## config.mk

```make
export PLATFORM = sky130hd
export DESIGN_NAME = seg_xlate_top
export DESIGN_NICKNAME = d
export VERILOG_FILES = /design/src/rtl/seg_xlate_pkg.sv /design/src/rtl/seg_base_table.sv /design/src/rtl/seg_xlate_stage.sv /design/src/rtl/seg_xlate_top.sv
export SDC_FILE = /design/constraint.sdc
export NUM_CORES = 1
export LEC_CHECK = 0
export ABC_CLOCK_PERIOD_IN_PS = 6700
export CAP_MARGIN = 20
export CORE_MARGIN = 2
export CORE_UTILIZATION = 40
export CTS_CLUSTER_SIZE = 28
export DETAILED_ROUTE_END_ITERATION = 6
export SLEW_MARGIN = 20
export SYNTH_ARGS = -nofsm -noshare
export SYNTH_HDL_FRONTEND = slang
export SYNTH_SLANG_ARGS = --single-unit
```

## constraint.sdc

```tcl
create_clock -name clk -period 6.7 [get_ports clk]
set_input_delay 1.005 -clock clk [delete_from_list [all_inputs] [get_ports clk]]
set_output_delay 1.005 -clock clk [all_outputs]
set_load 0.02 [all_outputs]
```

## src/rtl/seg_xlate_pkg.sv

```systemverilog
package seg_xlate_pkg;
  localparam int unsigned DEF_ADDR_W  = 32;
  localparam int unsigned DEF_PA_W    = 32;
  localparam int unsigned DEF_IDX_LSB = 24;
  localparam int unsigned DEF_IDX_W   = 4;
endpackage

```

## src/rtl/seg_base_table.sv

```systemverilog
module seg_base_table #(
  parameter int unsigned PA_W  = seg_xlate_pkg::DEF_PA_W,
  parameter int unsigned IDX_W = seg_xlate_pkg::DEF_IDX_W
) (
  input  logic             clk,
  input  logic             rst_n,
  input  logic             wr_en,
  input  logic [IDX_W-1:0] wr_idx,
  input  logic [PA_W-1:0]  wr_data,
  input  logic [IDX_W-1:0] xl_idx,
  output logic [PA_W-1:0]  xl_base,
  input  logic [IDX_W-1:0] sw_idx,
  output logic [PA_W-1:0]  sw_base
);
  localparam int unsigned NUM_SEG = 1 << IDX_W;

  logic [PA_W-1:0]    base_q [NUM_SEG];
  logic [NUM_SEG-1:0] wr_hit;

  // one decoded write enable per entry
  for (genvar g = 0; g < NUM_SEG; g++) begin : g_dec
    assign wr_hit[g] = wr_en && (wr_idx == IDX_W'(g));
  end

  always_ff @(posedge clk) begin
    for (int i = 0; i < NUM_SEG; i++) begin
      if (!rst_n)         base_q[i] <= '0;
      else if (wr_hit[i]) base_q[i] <= wr_data;
    end
  end

  // the read ports see the stored value, so a write in the same cycle is not yet visible
  assign xl_base = base_q[xl_idx];
  assign sw_base = base_q[sw_idx];

  a_r2_write_lands: assert property (@(posedge clk) disable iff (!rst_n)
    wr_en |=> base_q[$past(wr_idx)] == $past(wr_data));

  a_r2_hit_onehot: assert property (@(posedge clk) disable iff (!rst_n)
    $onehot0(wr_hit));
endmodule

```

## src/rtl/seg_xlate_stage.sv

```systemverilog
module seg_xlate_stage #(
  parameter int unsigned ADDR_W  = seg_xlate_pkg::DEF_ADDR_W,
  parameter int unsigned PA_W    = seg_xlate_pkg::DEF_PA_W,
  parameter int unsigned IDX_LSB = seg_xlate_pkg::DEF_IDX_LSB,
  parameter int unsigned IDX_W   = seg_xlate_pkg::DEF_IDX_W
) (
  input  logic              clk,
  input  logic              rst_n,
  input  logic              in_valid,
  output logic              in_ready,
  input  logic [ADDR_W-1:0] in_addr,
  output logic [IDX_W-1:0]  idx,
  input  logic [PA_W-1:0]   base,
  output logic              out_valid,
  input  logic              out_ready,
  output logic [PA_W-1:0]   out_paddr,
  output logic [IDX_W-1:0]  out_seg
);
  localparam int unsigned OFS_W = IDX_LSB;
  localparam int unsigned PAD_W = PA_W - OFS_W;

  logic            fire;
  logic [PA_W-1:0] ofs_ext;
  logic [PA_W-1:0] sum;

  // the index sits just above the offset, and the bits above the index are dropped
  assign idx     = in_addr[IDX_LSB +: IDX_W];
  assign ofs_ext = {{PAD_W{1'b0}}, in_addr[OFS_W-1:0]};
  assign sum     = base + ofs_ext;

  assign in_ready = !out_valid || out_ready;
  assign fire     = in_valid && in_ready;

  always_ff @(posedge clk) begin
    if (!rst_n) begin
      out_valid <= 1'b0;
      out_paddr <= '0;
      out_seg   <= '0;
    end else begin
      if (fire) begin
        out_valid <= 1'b1;
        out_paddr <= sum;
        out_seg   <= idx;
      end else if (out_ready) begin
        out_valid <= 1'b0;
      end
    end
  end

  a_r5_result_follows: assert property (@(posedge clk) disable iff (!rst_n)
    fire |=> out_valid);

  a_r4_sum: assert property (@(posedge clk) disable iff (!rst_n)
    fire |=> out_paddr == PA_W'($past(base) + {{PAD_W{1'b0}}, $past(in_addr[OFS_W-1:0])}));

  a_r8_seg_tag: assert property (@(posedge clk) disable iff (!rst_n)
    fire |=> out_seg == $past(in_addr[IDX_LSB +: IDX_W]));

  a_r6_hold: assert property (@(posedge clk) disable iff (!rst_n)
    (out_valid && !out_ready) |=> out_valid && $stable(out_paddr) && $stable(out_seg));

  a_r6_stall_in: assert property (@(posedge clk) disable iff (!rst_n)
    (out_valid && !out_ready) |-> !in_ready);
endmodule

```

## src/rtl/seg_xlate_top.sv

```systemverilog
module seg_xlate_top #(
  parameter int unsigned ADDR_W  = seg_xlate_pkg::DEF_ADDR_W,
  parameter int unsigned PA_W    = seg_xlate_pkg::DEF_PA_W,
  parameter int unsigned IDX_LSB = seg_xlate_pkg::DEF_IDX_LSB,
  parameter int unsigned IDX_W   = seg_xlate_pkg::DEF_IDX_W
) (
  input  logic              clk,
  input  logic              rst_n,
  input  logic              cfg_wr_en,
  input  logic [IDX_W-1:0]  cfg_wr_idx,
  input  logic [PA_W-1:0]   cfg_wr_data,
  input  logic [IDX_W-1:0]  cfg_rd_idx,
  output logic [PA_W-1:0]   cfg_rd_data,
  input  logic              in_valid,
  output logic              in_ready,
  input  logic [ADDR_W-1:0] in_addr,
  output logic              out_valid,
  input  logic              out_ready,
  output logic [PA_W-1:0]   out_paddr,
  output logic [IDX_W-1:0]  out_seg
);
  logic [IDX_W-1:0] xl_idx;
  logic [PA_W-1:0]  xl_base;

  seg_base_table #(.PA_W(PA_W), .IDX_W(IDX_W)) u_table (
    .clk     (clk),
    .rst_n   (rst_n),
    .wr_en   (cfg_wr_en),
    .wr_idx  (cfg_wr_idx),
    .wr_data (cfg_wr_data),
    .xl_idx  (xl_idx),
    .xl_base (xl_base),
    .sw_idx  (cfg_rd_idx),
    .sw_base (cfg_rd_data)
  );

  seg_xlate_stage #(.ADDR_W(ADDR_W), .PA_W(PA_W), .IDX_LSB(IDX_LSB), .IDX_W(IDX_W)) u_stage (
    .clk       (clk),
    .rst_n     (rst_n),
    .in_valid  (in_valid),
    .in_ready  (in_ready),
    .in_addr   (in_addr),
    .idx       (xl_idx),
    .base      (xl_base),
    .out_valid (out_valid),
    .out_ready (out_ready),
    .out_paddr (out_paddr),
    .out_seg   (out_seg)
  );
endmodule

```

==> impl_results.md <==
* DRC at 0
* Final hold vios at 0
* Clock skew at 0.0209 ns
* Vias in the first global route at 18800
* Min-Delay Path Depth at 2
* Hpwl dp at 54900 um
* TritonCTS Buffers at 60
* Synth Flop Type: edfxtp_1
* Netlist Area Pre-Place at 29400 um^2
* I/O Buffers at 142
* CTS sink cnt at 549
* CTS-repair resized insts at 0
* Tmin final at 5.00 ns
* Async S/R FF share, synth at 0%
* Initial Util at 40.4%
* Layout cell share with drive strength beyond 1 at 24.8%
* Hold WC Path Type: register to register
* Post-synthesis sequential area ratio at 54.8%
* Crit start category: input pin
* Die Wd at 275 um
* Yosys reg bits at 549
* Largest net degree at the start of global routing at 64
* Clock Latency Late Sink at 0.65 ns
* Final Non-Filler Cells at 3023
* Crit-path max FO at 54
* Fin. max-slew vios at 0
* Peak VDD IR at 0.000197 V
* Drt first pass iters at 5
* Layout area overhead at 15.7%
* Via count at 18100
* Critical path class: input pin to register
* # rows at 99
* Status: finished, final reports clean
* EDFF count, synth at 512
* Root Driver: clkbuf_16
* Clock transition at path regs at 0.06 ns
* NumNets Final at 2115
* First-pass GRT wire length at 130000 um
* Critical path capture point type: register
* Max-cap violations at 0
* Static Leak at 11.5 nW
* Critical path arrival at 5.55 ns
* Vias/cell at 5.97
* Core Box Area at 72800 um^2
* Least-Margin Pin Slew at 1.14 ns
* Worst reg-to-reg path cell count at 13
* Hold WS at 0.453 ns
* Final ANT Viol Nets at 0
* Ports at 147
* Initial antenna violation count at 8
* Wire length per cell at 29.7 um
* Setup TNS at 0 ns
* CTS tree: yes
* Fill cells at 6271
* DR iter-0 viols at 2008
* Fin crit share at 74.7%
* Grt ovf at 0
* Clock Path Buffers at 3
* Multi-input gate area at 12800 um^2
* Storage cell area at 16100 um^2
* RSZ-0062 raised after global routing: false
* DIE HEIGHT at 275 um
* GRT Total Usage at 24.0%
* Post-synthesis cell type count at 56
* Total Wirelength at 89700 um
* F_max at 200 MHz
* CTS Hold Bufs at 0
* Syn_area_per_cell at 15.4 um^2
* PwrDens at 260 nW/um^2
* Syn Inst Count at 1916
* DIE AREA at 75700 um^2
* H-tree depth at 2
* Syn_nets at 2018
* Tot Pwr at 8.84 mW
* Yosys warns at 0
* Slew margin rel. at 23.6%
* Setup-failing EPs final at 0
* Setup Buffers After CTS at 0
* Required @ worst endpoint at 7.25 ns
* Final GP Congestion at 0.832
* Inst Count DP at 2910
sequential cells by signal, indices dropped and copies added (netlist names):
signal / cells
u_table.base_q: 512
u_stage.out_paddr: 32
u_stage.out_seg: 4
u_stage.out_valid: 1
cell usage in the layout (no fill, tap or decap), drive strengths merged, types with 17 or more instances in the layout:
master / instances
o21ai: 41
edfxtp: 512
a21oi: 51
dfxtp: 37
clkdlybuf4s50: 133
buf: 67
nand2: 56
ha: 24
nand3: 18
nor2: 35
clkbuf: 69
inv: 17
and2: 517
mux4: 314
clkinv: 30
critical path: stages:
cell and delay (ns):
clkbuf_8 0.54, buf_4 0.48, buf_4 0.22, mux4_2 0.52, mux4_2 0.61, ha_1 0.44, o211ai_1 0.15, a211o_1 0.29
a21oi_1 0.17, o21ai_0 0.29, a21oi_1 0.35, a21oi_1 0.12, a311oi_1 0.24
Yosys cell counts (all sizes together), types with 2 or more instances:
master,n,area share [%]
and2,517,11
edfxtp,512,52
mux4,314,24
clkbuf,132,1.7
nand2,56,0.71
a21oi,51,0.87
o21ai,41,0.70
dfxtp,37,2.5
buf,35,0.66
nor2,35,0.45
ha,24,1.0
nand3,18,0.31
inv,13,0.17
nor3,10,0.17
nand2b,9,0.19
a211oi,7,0.20
a21o,7,0.18
and3,7,0.15
xnor2,7,0.21
a22oi,6,0.15
nand3b,6,0.15
or2,6,0.13
a221oi,5,0.21
o211ai,5,0.13
o21a,5,0.13
or3,5,0.11
mux2i,4,0.14
a21boi,3,0.077
a22o,3,0.089
a311oi,3,0.11
a31oi,3,0.064
and4,3,0.089
nor2b,3,0.064
o31ai,3,0.077
xor2,3,0.089
a211o,2,0.089
a31o,2,0.060
nand4,2,0.043
nor4b,2,0.060
o2111ai,2,0.060
o311ai,2,0.060
kinds of logic (layout without fill, tap and decap cells):
| logic type | after synthesis | count (layout) | synth area share [%] |
|---|---|---|---|
| AO/OA/AOI/OAI | 153 | 153 | 3.34 |
| adder cells (fa/ha/maj) | 25 | 25 | 1.09 |
| AND/OR/NAND/NOR | 681 | 681 | 13.7 |
| other | 0 | 3 | 0 |
| XOR/XNOR | 10 | 10 | 0.298 |
| flip-flops | 549 | 549 | 54.8 |
| multiplexers | 318 | 318 | 24.3 |
| buffers and inverters | 180 | 325 | 2.51 |
path summary, 6_finish.rpt:
| check | from | to | slack (ns) |
|---|---|---|---|
| max reg2reg | u_table.base_q[13][0]$_SDFFCE_PN0P_ | u_stage.out_paddr[26]$_SDFFE_PN0P_ | 2.49 |
| max | in_addr[24] | u_stage.out_paddr[26]$_SDFFE_PN0P_ | 1.70 |
| min reg2reg | u_stage.out_paddr[3]$_SDFFE_PN0P_ | u_stage.out_paddr[3]$_SDFFE_PN0P_ | 0.45 |
| min | u_stage.out_paddr[3]$_SDFFE_PN0P_ | u_stage.out_paddr[3]$_SDFFE_PN0P_ | 0.45 |
through the flow:
stage | setup WS [ns] | area [um^2] | utilization, %
6_report | 1.70 | 34000 | 46.7
4_1_cts | 1.67 | 34000 | 46.7
3_5_place_dp | 0.998 | 32100 | 44.1
3_3_place_gp | 1.02 | 32100 | 44.0
5_1_grt | 1.34 | 34000 | 46.7
2_1_floorplan | 1.45 | 29400 | -
layer usage:
layer / global-route usage, % / up-vias / wire, um
met4: 6.88 / 8 / 2130
met3: 5.04 / 136 / 7580
met2: 38.9 / 825 / 42900
met5: 0 / - / 57
met1: 32.9 / 9449 / 37000
li1: - / 7642 / -
power by group:
| part | total, mW | switching, mW | leakage (nW) | internal (mW) |
|---|---|---|---|---|
| combinational | 1.43 | 0.776 | 5.38 | 0.652 |
| clock | 3.34 | 1.42 | 0.959 | 1.92 |
| sequential | 4.07 | 0.103 | 5.21 | 3.97 |
area by class of cell:
class                   count  share of cell area [%]
clock buffers              67                    4.55
clock inverters            43                    1.16
inverters                  13                   0.143
flip-flops and latches    549                    47.3
diodes                      3                  0.0221
well taps                 959                    3.52
repair buffers            202                    5.54
multi-input cells        1187                    37.7
Power figures use the tool's default switching activity.
